**config.mk**
```make
export PLATFORM = sky130hd
export DESIGN_NAME = led_mux_ctrl
export DESIGN_NICKNAME = d
export VERILOG_FILES = /design/src/rtl/disp_pkg.sv /design/src/rtl/bcd_seg_decoder.sv /design/src/rtl/disp_loader.sv /design/src/rtl/disp_regfile.sv /design/src/rtl/disp_scan.sv /design/src/rtl/led_mux_ctrl.sv
export SDC_FILE = /design/constraint.sdc
export NUM_CORES = 1
export LEC_CHECK = 0
export BUFFER_PORTS_ARGS = -buffer_cell sky130_fd_sc_hd__buf_2
export CORE_MARGIN = 1.5
export CORE_UTILIZATION = 61
export CTS_CLUSTER_SIZE = 10
export DETAILED_ROUTE_END_ITERATION = 7
export PLACE_DENSITY_LB_ADDON = 0.3
export REMOVE_ABC_BUFFERS = 1
export SKIP_LAST_GASP = 1
export SYNTH_ARGS = -nofsm -noshare
export SYNTH_HDL_FRONTEND = slang
export SYNTH_SLANG_ARGS = --single-unit
```
**constraint.sdc**
```tcl
create_clock -name clk -period 3.5 [get_ports clk]
set_clock_uncertainty 0.1 [all_clocks]
set_input_delay 0.175 -clock clk [delete_from_list [all_inputs] [get_ports clk]]
set_output_delay 0.175 -clock clk [all_outputs]
set_load 0.05 [all_outputs]
```
**src/rtl/disp_pkg.sv**
```systemverilog
// Shared types for the multiplexed display controller.
// Assumes segment order {dp,g,f,e,d,c,b,a}, active high.
package disp_pkg;
    localparam int SEG_W = 8;
    localparam int NIB_W = 4;

    typedef logic [SEG_W-1:0] seg_t;

    typedef enum logic {
        LOAD_NUMERIC = 1'b0,
        LOAD_ANNUN   = 1'b1
    } load_mode_e;
endpackage

```
**src/rtl/bcd_seg_decoder.sv**
```systemverilog
// Combinational BCD to seven-segment decoder.
// Assumes active-high segments in {dp,g,f,e,d,c,b,a} order; codes 10..15 blank.
module bcd_seg_decoder
    import disp_pkg::*;
(
    input  logic [NIB_W-1:0] bcd,
    output seg_t             seg
);
    // Map one BCD code to its segment pattern.
    always_comb begin
        case (bcd)
            4'd0:    seg = 8'h3F;
            4'd1:    seg = 8'h06;
            4'd2:    seg = 8'h5B;
            4'd3:    seg = 8'h4F;
            4'd4:    seg = 8'h66;
            4'd5:    seg = 8'h6D;
            4'd6:    seg = 8'h7D;
            4'd7:    seg = 8'h07;
            4'd8:    seg = 8'h7F;
            4'd9:    seg = 8'h6F;
            default: seg = 8'h00;
        endcase
    end
endmodule

```
**src/rtl/disp_loader.sv**
```systemverilog
// Write path: decodes or passes through each byte, picks the digit slots and
// keeps the auto-incrementing write position.
// Assumes at most one byte per cycle. The position saturates at NUM_DIGITS.
module disp_loader
    import disp_pkg::*;
#(
    parameter int NUM_DIGITS = 8,
    localparam int AW    = $clog2(NUM_DIGITS),
    localparam int PTR_W = $clog2(NUM_DIGITS + 3)
) (
    input  logic             clk,
    input  logic             rst_n,
    input  logic             frame_start,
    input  logic             wr_en,
    input  load_mode_e       mode,
    input  logic [7:0]       wr_data,
    output logic             we0,
    output logic [AW-1:0]    waddr0,
    output seg_t             wdata0,
    output logic             we1,
    output logic [AW-1:0]    waddr1,
    output seg_t             wdata1
);
    localparam int NIBS = 2;
    localparam logic [PTR_W-1:0] PTR_END = PTR_W'(NUM_DIGITS);

    seg_t             dec_seg [NIBS];
    logic [PTR_W-1:0] ptr_q;
    logic [PTR_W-1:0] base;
    logic [PTR_W-1:0] base_p1;
    logic [PTR_W-1:0] step_ptr;

    // One decoder per nibble; index 0 is the high nibble.
    for (genvar n = 0; n < NIBS; n++) begin : g_dec
        bcd_seg_decoder u_dec (
            .bcd (wr_data[(NIBS-1-n)*NIB_W +: NIB_W]),
            .seg (dec_seg[n])
        );
    end

    // Effective write position for this cycle.
    always_comb begin
        base     = frame_start ? '0 : ptr_q;
        base_p1  = base + PTR_W'(1);
        step_ptr = (mode == LOAD_NUMERIC) ? base + PTR_W'(2) : base_p1;
        if (step_ptr > PTR_END) step_ptr = PTR_END;
    end

    // Select the write ports according to the load mode.
    always_comb begin
        waddr0 = base[AW-1:0];
        waddr1 = base_p1[AW-1:0];
        we0    = wr_en && (base < PTR_END);
        if (mode == LOAD_NUMERIC) begin
            wdata0 = dec_seg[0];
            wdata1 = dec_seg[1];
            we1    = wr_en && (base_p1 < PTR_END);
        end else begin
            wdata0 = wr_data;
            wdata1 = '0;
            we1    = 1'b0;
        end
    end

    // Write position register.
    always_ff @(posedge clk) begin
        if (!rst_n)            ptr_q <= '0;
        else if (wr_en)        ptr_q <= step_ptr;
        else if (frame_start)  ptr_q <= '0;
    end

    AST_PTR_BOUND: assert property (@(posedge clk) disable iff (!rst_n)
        ptr_q <= PTR_END);
    AST_FRAME_RESTART: assert property (@(posedge clk) disable iff (!rst_n)
        (frame_start && !wr_en) |=> (ptr_q == '0));
    AST_ANNUN_STEP: assert property (@(posedge clk) disable iff (!rst_n)
        (wr_en && !frame_start && mode == LOAD_ANNUN && ptr_q < PTR_END)
        |=> (ptr_q == $past(ptr_q) + PTR_W'(1)));
    AST_NUMERIC_STEP: assert property (@(posedge clk) disable iff (!rst_n)
        (wr_en && !frame_start && mode == LOAD_NUMERIC && ptr_q + PTR_W'(1) < PTR_END)
        |=> (ptr_q == $past(ptr_q) + PTR_W'(2)));
endmodule

```
**src/rtl/disp_regfile.sv**
```systemverilog
// Display register file: one segment pattern per digit, two write ports and
// one combinational read port. Assumes the two write addresses differ
// whenever both ports are enabled.
module disp_regfile
    import disp_pkg::*;
#(
    parameter int NUM_DIGITS = 8,
    localparam int AW = $clog2(NUM_DIGITS)
) (
    input  logic          clk,
    input  logic          rst_n,
    input  logic          we0,
    input  logic [AW-1:0] waddr0,
    input  seg_t          wdata0,
    input  logic          we1,
    input  logic [AW-1:0] waddr1,
    input  seg_t          wdata1,
    input  logic [AW-1:0] raddr,
    output seg_t          rdata
);
    seg_t mem [NUM_DIGITS];

    // Clear all entries on reset, else apply the write ports.
    always_ff @(posedge clk) begin
        if (!rst_n) begin
            for (int i = 0; i < NUM_DIGITS; i++) mem[i] <= '0;
        end else begin
            if (we0) mem[waddr0] <= wdata0;
            if (we1) mem[waddr1] <= wdata1;
        end
    end

    // Read the entry addressed by the scan counter.
    always_comb rdata = mem[raddr];

    AST_PORTS_DISTINCT: assert property (@(posedge clk) disable iff (!rst_n)
        (we0 && we1) |-> (waddr0 != waddr1));
endmodule

```
**src/rtl/disp_scan.sv**
```systemverilog
// Scan counter with one-hot digit strobe and a held segment register.
// The read address is the next scan index, so the segment register loads the
// new digit's pattern on the same edge as the strobe moves.
module disp_scan
    import disp_pkg::*;
#(
    parameter int NUM_DIGITS = 8,
    localparam int AW = $clog2(NUM_DIGITS)
) (
    input  logic                  clk,
    input  logic                  rst_n,
    input  logic                  scan_tick,
    input  seg_t                  rd_seg,
    output logic [AW-1:0]         rd_idx,
    output logic [NUM_DIGITS-1:0] digit_sel,
    output seg_t                  seg_out
);
    localparam logic [AW-1:0] LAST = AW'(NUM_DIGITS - 1);

    logic [AW-1:0]         idx_q;
    logic [NUM_DIGITS-1:0] sel_rot;

    // Next index with wrap after the last digit.
    always_comb rd_idx = (idx_q == LAST) ? '0 : idx_q + AW'(1);

    // Advance the index and capture the new digit's pattern.
    always_ff @(posedge clk) begin
        if (!rst_n) begin
            idx_q   <= '0;
            seg_out <= '0;
        end else if (scan_tick) begin
            idx_q   <= rd_idx;
            seg_out <= rd_seg;
        end
    end

    // One strobe line per digit, decoded from the index.
    for (genvar d = 0; d < NUM_DIGITS; d++) begin : g_strobe
        assign digit_sel[d] = (idx_q == AW'(d));
    end

    // Rotated copy of the strobe, used only by the check below.
    always_comb sel_rot = {digit_sel[NUM_DIGITS-2:0], digit_sel[NUM_DIGITS-1]};

    AST_STROBE_ONEHOT: assert property (@(posedge clk) disable iff (!rst_n)
        $countones(digit_sel) == 1);
    AST_SCAN_ROTATE: assert property (@(posedge clk) disable iff (!rst_n)
        scan_tick |=> (digit_sel == $past(sel_rot)));
    AST_SCAN_HOLD: assert property (@(posedge clk) disable iff (!rst_n)
        !scan_tick |=> ($stable(digit_sel) && $stable(seg_out)));
    AST_SEG_LOAD: assert property (@(posedge clk) disable iff (!rst_n)
        scan_tick |=> (seg_out == $past(rd_seg)));
endmodule

```
**src/rtl/led_mux_ctrl.sv**
```systemverilog
// Top of the multiplexed seven-segment display controller: loader, register
// file and scan stage. Assumes inputs are synchronous to clk.
module led_mux_ctrl
    import disp_pkg::*;
#(
    parameter int NUM_DIGITS = 8,
    localparam int AW = $clog2(NUM_DIGITS)
) (
    input  logic                  clk,
    input  logic                  rst_n,
    input  logic                  frame_start,
    input  logic                  wr_en,
    input  logic                  mode,
    input  logic [7:0]            wr_data,
    input  logic                  scan_tick,
    output logic [NUM_DIGITS-1:0] digit_sel,
    output logic [SEG_W-1:0]      seg_out
);
    logic          we0, we1;
    logic [AW-1:0] waddr0, waddr1, raddr;
    seg_t          wdata0, wdata1, rdata;
    load_mode_e    mode_e;

    // Interpret the raw mode pin.
    always_comb mode_e = load_mode_e'(mode);

    disp_loader #(.NUM_DIGITS(NUM_DIGITS)) u_loader (
        .clk(clk), .rst_n(rst_n), .frame_start(frame_start), .wr_en(wr_en),
        .mode(mode_e), .wr_data(wr_data),
        .we0(we0), .waddr0(waddr0), .wdata0(wdata0),
        .we1(we1), .waddr1(waddr1), .wdata1(wdata1)
    );

    disp_regfile #(.NUM_DIGITS(NUM_DIGITS)) u_rf (
        .clk(clk), .rst_n(rst_n),
        .we0(we0), .waddr0(waddr0), .wdata0(wdata0),
        .we1(we1), .waddr1(waddr1), .wdata1(wdata1),
        .raddr(raddr), .rdata(rdata)
    );

    disp_scan #(.NUM_DIGITS(NUM_DIGITS)) u_scan (
        .clk(clk), .rst_n(rst_n), .scan_tick(scan_tick), .rd_seg(rdata),
        .rd_idx(raddr), .digit_sel(digit_sel), .seg_out(seg_out)
    );

    AST_RESET_STROBE: assert property (@(posedge clk)
        !rst_n |=> (digit_sel == NUM_DIGITS'(1) && seg_out == '0));
endmodule

```
==> metrics.md, run 1 <==
| Metric | Value |
|---|---|
| Status | complete, no violations |
| Seq pwr share | between 40% and 50% |
| Cell Chain, Critical Path | nand2b_2 > inv_2 > ha_1 > or3b_1 > a21oi_2 > nor2_1 > o211ai_1 |
| CP Launch Point | u_loader.ptr_q[0] |
| Number of routed nets with antenna violations | 0 |
| CP required | 3.39 ns |
| Peak Freq | 363 MHz |
| Placed Cells | 576 |
| Setup crit start kind | flip-flop |
| Ys flop type | edfxtp_1 |
| Drt total wl | 12000 µm |
| Post-Route Utilization | approximately 69% |
| Tmin final | 2.76 ns |
| Fin nets | 521 |
| Final instance area | 0.00507 mm² |
| R2R depth | 7 |
| Post-synth EDFFs | 56 |
| Drt drc | 0 |
| Highest routed metal layer | met4 |
| Fin Setup TNS | 0 ns |
| Power, Total | 2.17 mW |
| ANT cells | 0 |
| RSZ-0062 raised after global routing | no |
| Seq/Total Area, Yosys | a little under half |
| Part of the cycle the worst path needs | 78.8% |
| CP endpoint kind | flip-flop |
| PwrDens | between 400 and 500 mW/mm² |
| Port Buffer Count | 29 |
| Overall routing resource usage | between 30% and 40% |
| GRT Residual Overflow | 0 |
| Met1 wire length | 4840 µm |
| GP Congestion | 0.888 |
| Synth top area cells | edfxtp_1, dfxtp_1, o22ai_1 |
| Share of the synthesized area in the top cell type | 35.9% |
| Die Width | 90.6 µm |
| Drt via density | approximately 6.6 |
| Leading area contributor after synthesis | edfxtp_1 |
| Static Leak | 1.91 nW |
| Root buf cell | clkbuf_8 |
| Met3 routed WL | 1010 µm |
| Critical-path top delay cell | o211ai_1 |
| Worst vdd rail ir drop | 0.179 mV |
| Area added between synthesis and finish | 8.31% |
| Avg WL per Cell | 20.2 µm |
| Worst slew pin tran | 0.916 ns |
| Final Setup Violations | 0 |
| Yosys cell types | 56 |
| Met2 WL | 5740 µm |
| Largest net degree at the start of global routing | 31 |
| Clk pwr share | 34.4% |
| Worst-path clk slew | 0.08 ns |
| Clk_lat worst skew | 0.36 ns |
| Synth Area per Inst | slightly below 10 µm² |
| Hold crit path type | in -> reg |
| Row cnt | 31 |
| Crit Path Category | reg -> reg |
| Via count | 3920 |
| R2R Setup Slk | 0.74 ns |
| Slew Viols, Final | 0 |
| Post-synth ARST share | 0% |
| Finished Layout Cells | 592 |
| Final hold vios | 0 |
| Number of global-route vias before repair | 3494 |
| Full die area | 0.00821 mm² |
| H-tree lvl count | 3 |
| Seq cells post-synth | 79 |
| Rel. slew slack | about 39% |
| Starting DRC count in detailed routing | 380 |
| Sw Ratio | 27.7% |
| Synthesized netlist cell count | 471 |
| CTS tree | built |
| CTS max path bufs | 2 |
| Hold_buf cts | 0 |
| Worst r2r src | u_loader.ptr_q[0] |
| Critical Path End | u_rf.mem[7][3] |
| Max Cap Viol | 0 |
| Layout cells sized above 1 | 14.6% |
| Final HPWL DP | 8690 µm |
| Placement Cell Area | 0.00486 mm² |
| Chip height | 90.6 µm |
| Worst Path Max Fanout | 10 |
| Gate power share | 16.5% |
| Initial antenna violation count | 0 |
| Cell Int Power | 1.57 mW |
| Number of buffers created by CTS | 9 |
| Mapped Area | about 0.0047 mm² |
| Arrival time at the worst endpoint | between 2 and 3 ns |
| I/O pin cnt | 30 |
| DRT Pass-1 Iters | 5 |
| Setup bufs post-CTS | 0 |
| Syn. warnings | 0 |
| Initial Util | 63.9% |
| Reg-to-Reg End | u_rf.mem[7][3] |
| Global-route wire length before repair | 18600 µm |
| Core area | about 0.0073 mm² |
| Net Switching | 0.600 mW |
| Slowest cell delay on critical path | approximately 0.60 ns |
| CTS sink cnt | 79 |
| Post-cts sizing count | 0 |
flip-flops by register name, summed over array words and instances (netlist names):
name            count
u_loader.ptr_q      4
u_rf.mem           64
u_scan.idx_q        3
u_scan.seg_out      8
through the flow:
step	worst slack [ns]	hold WS [ns]
after floorplan	0.603	0.151
after global placement	0.735	0.444
after detailed placement	0.591	0.451
after CTS	0.754	0.0817
after global routing	0.545	0.122
final	0.742	0.0895
layout by cell type, fill, tap and decap left out, types with 4 or more instances in the layout:
cell type	instances
o21a_1	7
buf_2	29
o221ai_1	4
inv_1	23
nand2b_1	10
mux2i_1	18
nor2b_1	15
a211oi_1	6
o31a_1	9
ha_1	19
nand3_1	12
a21oi_1	18
o21ai_1	13
nand2_1	35
dfxtp_1	23
edfxtp_1	56
mux2_2	6
nor2_1	18
o21ai_0	20
o22ai_1	63
clkbuf_8	10
buf_4	5
and3_1	10
and2_1	4
logic make-up after synthesis:
logic type / synth area share [%]
mux: 5.29
fa+ha+maj: 5.08
flops: 45.8
simple gates: 16.3
xor+xnor: 0.561
buf+inv: 4.73
compound gates: 22.3
power groups by stage:
stage	Clock, mW	Combinational, mW	Sequential, mW
after detailed placement	0	0.349	1.09
after global routing	0.788	0.382	1.07
after global placement	0	0.339	1.08
after CTS	0.747	0.351	1.07
final	0.746	0.357	1.07
after floorplan	0	0.201	1.12
critical path, delay by kind of cell (launching register included):
kind	cells	cell delay (ns)
simple gates	3	0.66
fa+ha+maj	1	0.32
buf+inv	1	0.11
compound gates	2	0.82
flops	1	0.36
per-layer routing:
layer	vias to the layer above	track usage (%)
met5	-	0
met1	1826	39.6
met4	0	11.9
li1	1823	-
met2	242	49.5
met3	29	5.22
cells in the mapped netlist, types with 7 or more instances:
| master | number |
|---|---|
| inv_1 | 23 |
| nor2b_1 | 15 |
| edfxtp_1 | 56 |
| clkbuf_1 | 14 |
| a21oi_1 | 18 |
| o22ai_1 | 63 |
| and3_1 | 10 |
| o21a_1 | 7 |
| o31a_1 | 9 |
| nand2_1 | 35 |
| o21ai_0 | 20 |
| buf_2 | 12 |
| dfxtp_1 | 23 |
| o21ai_1 | 13 |
| nor2_1 | 18 |
| nand3_1 | 12 |
| ha_1 | 19 |
| mux2i_1 | 18 |
| nand2b_1 | 10 |
cell type report:
| cell class | count | area (µm²) |
|---|---|---|
| tap | 99 | 124 |
| multi-input combinational | 340 | 2320 |
| inverter | 24 | 90.1 |
| timing repair buffer | 34 | 183 |
| fill | 578 | 2260 |
| clock inverter | 4 | 68.8 |
| sequential | 79 | 2140 |
| clock buffer | 12 | 145 |
how the worst min path moves through the flow:
stage,from,end,slack (ns),cells after the start
2_1_floorplan,frame_start,u_loader.ptr_q[3],0.15,1
3_3_place_gp,frame_start,u_loader.ptr_q[3],0.44,2
3_5_place_dp,u_scan.idx_q[1],u_scan.idx_q[1],0.45,2
4_1_cts,frame_start,u_loader.ptr_q[3],0.08,2
5_1_grt,frame_start,u_loader.ptr_q[3],0.12,2
6_report,frame_start,u_loader.ptr_q[3],0.09,2
No activity file was read; power rests on OpenSTA's default activity.
==> run 2, diff against run 1 <==
Settings changed: CORE_UTILIZATION 61 to 55.
Clock period 3.5 ns to 2.4 ns, I/O delays scaled along.
==> run 2 against run 1 <==
  * Die area grew 11%
  * Combinational power is 58% higher
  * Highest routed layer unchanged
  * Largest cell class unchanged
  * Maximum frequency is 19% higher
  * Setup slack worse by 0.65 ns
  * Worst hold slack worse by 0.040 ns
==> metrics.md, run 2 (synthesized netlist as in run 1, its figures left out) <==
| Metric | Value |
|---|---|
| Worst-path clk slew | 0.08 ns (about the same) |
| Worst slack at placement | -0.109 ns (-0.700 ns) |
| GRT Residual Overflow | 0 (unchanged) |
| Net Switching | 0.897 mW (+50%) |
| Hold path depth | 2 (unchanged) |
| Final WS setup | 0.0868 ns (-0.655 ns) |
| Gr busiest metal | met2 |
| CP bufs+invs | 2 (+1) |
| Worst slew pin tran | 0.817 ns (-0.0990 ns) |
| Initial antenna violation count | 0 (unchanged) |
| Final HPWL DP | 8990 µm (+3.5%) |
| Setup crit start kind | flip-flop |
| Most frequent cells in the layout | o22ai_1, edfxtp_1, nand2_1 |
| Worst vdd rail ir drop | 0.355 mV (+98%) |
| Cell Chain, Critical Path | nand2b_2 > inv_2 > ha_1 > buf_4 > or2_2 > a21oi_2 > o21ai_1 > nand3_1 |
| Fin nets | 550 (+5.6%) |
| Biggest regs | u_rf.mem x64, u_scan.seg_out x8, u_loader.ptr_q x4 |
| Static Leak | 2.05 nW (+7.5%) |
| Via count | 4065 (+3.7%) |
| Root buf cell | clkbuf_8 |
| Setup bufs post-CTS | 0 (unchanged) |
| Final hold vios | 0 (unchanged) |
| Part of the cycle the worst path needs | 96.4% (+18 points) |
| Post-cts sizing count | 1 (+1) |
| Number of global-route vias before repair | 3622 (+3.7%) |
| Rel. slew slack | 45.1% (+6.6 points) |
| Met1 usage | 36.9% (-2.8 points) |
| Global-route wire length before repair | 19000 µm (+2.0%) |
| Initial Util | 57.0% (-6.9 points) |
| Chip height | 95.3 µm (+5.1%) |
| Worst Path Max Fanout | 7 (-3) |
| Hold_buf cts | 0 (unchanged) |
| Largest net degree at the start of global routing | 20 (-35%) |
| ANT cells | 0 (unchanged) |
| Status | complete, no violations |
| Drt via density | 6.49 (-1.9%) |
| Max Cap Viol | 0 (unchanged) |
| Die Width | 95.3 µm (+5.1%) |
| Seq pwr share | 50.2% (+1.1 points) |
| Placed Cells | 611 (+6.1%) |
| Cell Int Power | 2.20 mW (+40%) |
| Arrival time at the worst endpoint | 2.24 ns (-0.40 ns) |
| DRT Pass-1 Iters | 5 (unchanged) |
| Finished Layout Cells | 626 (+5.7%) |
| Clk pwr share | 31.7% (-2.7 points) |
| Crit Path Category | reg -> reg |
| PwrDens | 584 mW/mm² (+36%) |
| Final Setup Violations | 0 (unchanged) |
| GP Congestion | 0.918 (+3.4%) |
| CP endpoint kind | flip-flop |
| Drt total wl | 12400 µm (+4.0%) |
| Grt met2 use | 43.6% (-5.9 points) |
| Starting DRC count in detailed routing | 490 (+29%) |
| Overall routing resource usage | 28.7% (-1.4 points) |
| Critical-path top delay cell | dfxtp_1 |
| Clk_lat worst skew | 0.36 ns (about the same) |
| CP required | 2.32 ns (-1.07 ns) |
| Number of routed nets with antenna violations | 0 (unchanged) |
| Avg WL per Cell | 19.9 µm (-1.7%) |
| Gate power share | 18.2% (+1.7 points) |
| Number of buffers created by CTS | 9 (unchanged) |
| H-tree lvl count | 3 (unchanged) |
| Layout cells sized above 1 | 20.7% (+6.1 points) |
| Drt drc | 0 (unchanged) |
| Peak Freq | 432 MHz (+19%) |
| Core area | 0.00822 mm² (+12%) |
| CTS sink cnt | 79 (unchanged) |
| Sw Ratio | 29.0% (+1.3 points) |
| Port Buffer Count | 29 (unchanged) |
| RSZ-0062 raised after global routing | no |
| R2R depth | 8 (+1) |
| WHS | 0.0491 ns (-0.0404 ns) |
| GR Util met3 | 7.42% (+2.2 points) |
| Full die area | 0.00907 mm² (+11%) |
| Slew Viols, Final | 0 (unchanged) |
| Area added between synthesis and finish | 13.2% |
| Row cnt | 33 (+6.5%) |
| Largest register FFs | 64 (unchanged) |
| CTS max path bufs | 2 (unchanged) |
| CP Depth | 8 (+1) |
| I/O pin cnt | 30 (unchanged) |
| Slowest cell delay on critical path | 0.35 ns (-0.25 ns) |
| Largest reg by FF count | u_rf.mem |
| Most common cell after layout, fill and taps aside | o22ai_1 |
| Hold crit path type | in -> reg |
| Tmin final | 2.31 ns (-0.445 ns) |
| CP delay by family, top | simple AND/OR/NAND/NOR gates |
| Power, Total | 3.09 mW (+43%) |
| CTS tree | built |
## run 2: cell types whose count changed in the layout (fill, tap and decap cells not counted)
cell       before  now
clkbuf_8       10   11
nand3_1        12    8
clkinv_4        0    1
nand3_2         1    5
clkbuf_1        2    1
bufinv_16       2    0
buf_4           5   34
clkinv_1        1    0
clkbuf_16       0    1
nor2_2          1    3
nor2_1         18   16
## run 2: routing by layer
layer / wire length [µm] / part of all wire, %
met4: 736 / 5.9
met3: 1160 / 9.3
met2: 5460 / 44
met5: 0 / 0
met1: 5080 / 41
## run 2: metrics by stage
stage	cell area (µm²)	utilization (%)	TNS [ns]
2_1_floorplan	4550	-	-7.57
3_3_place_gp	5080	61.8	0
3_5_place_dp	5080	61.8	-0.970
4_1_cts	5280	64.2	0
5_1_grt	5300	64.5	0
6_report	5300	64.5	0
## run 2: layout make-up
cell class / count / area (µm²)
multi-input cells: 340 / 2340
repair buffers: 63 / 400
inverters: 24 / 90.1
well taps: 105 / 131
clock inverters: 2 / 13.8
fillers: 662 / 2920
flip-flops and latches: 79 / 2140
clock buffers: 13 / 180
## run 2: worst paths after layout
check	start	endpoint	slack [ns]
hold reg to reg	u_scan.idx_q[1]	u_scan.idx_q[1]	0.48
hold / removal	scan_tick	u_scan.idx_q[2]	0.05
setup reg to reg	u_loader.ptr_q[0]	u_rf.mem[1][6]	0.09
setup / recovery	u_loader.ptr_q[0]	u_rf.mem[1][6]	0.09
## run 2: power groups by stage
| stage | logic, mW | clock network [mW] | registers [mW] |
|---|---|---|---|
| CTS | 0.553 | 0.978 | 1.55 |
| global placement | 0.538 | 0 | 1.58 |
| floorplan | 0.293 | 0 | 1.63 |
| global route | 0.601 | 1.03 | 1.56 |
| detailed placement | 0.550 | 0 | 1.58 |
| finish | 0.563 | 0.979 | 1.55 |
==> run 3, diff against run 2 <==
Settings changed: ABC_AREA from default to 1, CORE_UTILIZATION 55 to 56.
==> run 3 against run 2 <==
  * Register-to-register slack improved by 0.13 ns
  * Final cell count up 39%
  * First-iteration DRC count fell by 16%
  * Sequential power is essentially flat
  * Combinational power up 19%
  * Critical path type unchanged
  * Largest power group unchanged
  * Highest routed layer unchanged
==> metrics.md, run 3 <==
| Metric | Value |
|---|---|
| Initial antenna violation count | 0 (unchanged) |
| Worst Path Max Fanout | 8 (+1) |
| Drt total wl | 12800 µm (+2.9%) |
| Overall routing resource usage | 27.3% (-1.4 points) |
| GP Congestion | 0.997 (+8.5%) |
| Port Buffer Count | 29 (unchanged) |
| Via count | 4762 (+17%) |
| Seq/Total Area, Yosys | 42.2% (-3.6 points) |
| Post-synth ARST share | 0% (unchanged) |
| Cell Chain, Critical Path | inv_1 > nor2_1 > ha_1 > inv_1 > nand2_2 > nor2_4 > nand2_1 > nand3_1 |
| CTS sink cnt | 79 (unchanged) |
| Post-synth EDFFs | 56 (unchanged) |
| GRT Residual Overflow | 0 (unchanged) |
| Biggest regs | u_rf.mem x64, u_scan.seg_out x8, u_loader.ptr_q x4 |
| Setup crit start kind | flip-flop |
| Drt via density | 5.45 (-16%) |
| Root buf cell | clkbuf_8 |
| CTS tree | built |
| Mapped Area | 0.00508 mm² (+8.4%) |
| Gate power share | 20.2% (+2.0 points) |
| Synth Area per Inst | 7.10 µm² (-29%) |
| Largest net degree at the start of global routing | 34 (+70%) |
| Core area | 0.00876 mm² (+6.7%) |
| CP required | 2.33 ns (about the same) |
| Arrival time at the worst endpoint | 2.11 ns (-0.13 ns) |
| Avg WL per Cell | 14.7 µm (-26%) |
| Number of buffers created by CTS | 9 (unchanged) |
| Part of the cycle the worst path needs | 91.1% (-5.3 points) |
| CTS max path bufs | 2 (unchanged) |
| Hold crit path type | in -> reg |
| H-tree lvl count | 3 (unchanged) |
| I/O pin cnt | 30 (unchanged) |
| Area added between synthesis and finish | 11.2% |
| RSZ-0062 raised after global routing | no |
| CP endpoint kind | flip-flop |
| Final hold vios | 0 (unchanged) |
| Worst-path clk slew | 0.08 ns (about the same) |
| Worst slew pin tran | 0.488 ns (-0.329 ns) |
| CP delay by family, top | simple AND/OR/NAND/NOR gates |
| Seq cells post-synth | 79 (unchanged) |
| Sw Ratio | 30.6% (+1.5 points) |
| Clk pwr share | 32.6% (+0.9 points) |
| Net Switching | 1.01 mW (+13%) |
| Fin nets | 793 (+44%) |
| Most frequent cells in the layout | nand2_1, inv_1, nand3_1 |
| Synth top area cells | edfxtp_1, nand2_1, dfxtp_1 |
| Post-Route Utilization | 64.4% (-0.084 points) |
| Syn. warnings | 0 (unchanged) |
| Worst vdd rail ir drop | 0.324 mV (-8.6%) |
| Commonest cells in the netlist | nand2_1, inv_1, nand3_1, nor2_1, edfxtp_1 |
| Drt drc | 0 (unchanged) |
| Starting DRC count in detailed routing | 413 (-16%) |
| Leading area contributor after synthesis | edfxtp_1 |
| Number of global-route vias before repair | 4288 (+18%) |
| Synthesized netlist cell count | 715 (+52%) |
| Worst path most repeated cell | inv_1 |
| CP bufs+invs | 2 (unchanged) |
| Final Setup Violations | 0 (unchanged) |
| Ys flop type | edfxtp_1 |
| Row cnt | 34 (+3.0%) |
| Yosys cell types | 26 (-54%) |
| Static Leak | 2.81 nW (+37%) |
| Most common cell in the netlist | nand2_1 |
| Largest reg by FF count | u_rf.mem |
| Tmin final | 2.19 ns (-0.127 ns) |
| Largest register FFs | 64 (unchanged) |
| Full die area | 0.00964 mm² (+6.3%) |
| Clk_lat worst skew | 0.35 ns (about the same) |
| Rel. slew slack | 67.3% (+22 points) |
| Peak Freq | 457 MHz (+5.8%) |
| PwrDens | 588 mW/mm² (+0.66%) |
| Final HPWL DP | 9520 µm (+5.8%) |
| Power, Total | 3.32 mW (+7.2%) |
| Initial Util | 57.9% (+0.96 points) |
| DRT Pass-1 Iters | 6 (+1) |
| Most common cell after layout, fill and taps aside | nand2_1 |
| Status | complete, no violations |
| ANT cells | 0 (unchanged) |
| Layout cells sized above 1 | 13.1% (-7.7 points) |
| Slowest cell delay on critical path | 0.36 ns (about the same) |
| Crit Path Category | reg -> reg |
| Seq pwr share | 47.1% (-3.1 points) |
| Die Width | 98.2 µm (+3.1%) |
| Slew Viols, Final | 0 (unchanged) |
| Share of the synthesized area in the top cell type | 33.1% (-2.8 points) |
| Cell Int Power | 2.30 mW (+4.9%) |
| Chip height | 98.2 µm (+3.1%) |
| Critical-path top delay cell | dfxtp_1 |
| WHS | 0.0814 ns (+0.0323 ns) |
| Max Cap Viol | 0 (unchanged) |
| Number of routed nets with antenna violations | 0 (unchanged) |
| Global-route wire length before repair | 20700 µm (+9.0%) |
| Setup bufs post-CTS | 0 (unchanged) |
==> run 3: cell types whose count changed in the layout (fill, tap and decap cells not counted), moves of 11 or more <==
cell	previous run	this run
buf_4	34	20
inv_1	23	95
inv_2	1	12
mux2i_1	18	0
nand2_1	35	256
nand3_1	8	89
nor2_1	16	61
nor2_4	0	11
nor2b_1	15	0
o21ai_0	20	39
o22ai_1	63	0
==> run 3: cell type report <==
| class | instances | area [µm²] |
|---|---|---|
| tap | 108 | 135 |
| multi-input combinational | 508 | 2410 |
| sequential | 79 | 2140 |
| fill | 760 | 3120 |
| inverter | 111 | 417 |
| clock buffer | 9 | 124 |
| timing repair buffer | 51 | 315 |
| clock inverter | 7 | 97.6 |
==> run 3: kinds of logic (layout without fill, tap and decap cells) <==
group / after synthesis / count (layout) / share of synthesized area, %
AOI/OAI and AO/OA: 60 / 60 / 6.06
and+or+nand+nor: 429 / 429 / 36.7
buffers and inverters: 128 / 178 / 10.3
adders and majority gates: 19 / 19 / 4.68
DFF: 79 / 79 / 42.2
==> run 3: metrics by stage <==
step | instance area (µm²) | setup slack [ns] | std cells | TNS [ns]
after floorplan | 4970 | -0.361 | 698 | -3.07
after global placement | 5400 | 0.288 | 855 | 0
final | 5650 | 0.214 | 873 | 0
after global routing | 5650 | 0.00792 | 873 | 0
after detailed placement | 5400 | 0.176 | 855 | 0
after CTS | 5640 | 0.163 | 873 | 0
==> run 3: power by group through the flow <==
stage / registers [mW] / logic [mW] / clock network, mW
6_report: 1.56 / 0.671 / 1.08
5_1_grt: 1.57 / 0.739 / 1.13
4_1_cts: 1.56 / 0.664 / 1.08
3_5_place_dp: 1.59 / 0.658 / 0
3_3_place_gp: 1.59 / 0.648 / 0
2_1_floorplan: 1.64 / 0.392 / 0
==> run 3: what timing repair did <==
item / CTS / global route
setup endpoints to repair: 0 / 7
gates resized for setup: 0 / 1
hold buffers: 2 / 0
hold endpoints to repair: 4 / 0
==> run 3: tightest hold or removal path, delay by kind of cell <==
kind	cells	cell delay (ns)
AOI/OAI and AO/OA	1	0.14
and+or+nand+nor	2	0.12
buffers and inverters	1	0.12
==> run 3: path summary, 6_finish.rpt <==
path	start	endpoint	slack (ns)	cells past startpoint
min reg2reg	u_rf.mem[7][7]	u_rf.mem[7][7]	0.39	2
min	frame_start	u_loader.ptr_q[2]	0.08	4
max reg2reg	u_loader.ptr_q[1]	u_rf.mem[4][0]	0.21	8
max	u_loader.ptr_q[1]	u_rf.mem[4][0]	0.21	8
==> run 3: per-layer routing <==
metal / GRT usage [%] / vias to the layer above / share of wire (%)
li1: - / 2347 / -
met1: 36.5 / 2116 / 42
met2: 44.2 / 269 / 46
met3: 4.94 / 30 / 9.0
met4: 10.6 / 0 / 2.6
met5: 0 / - / 0
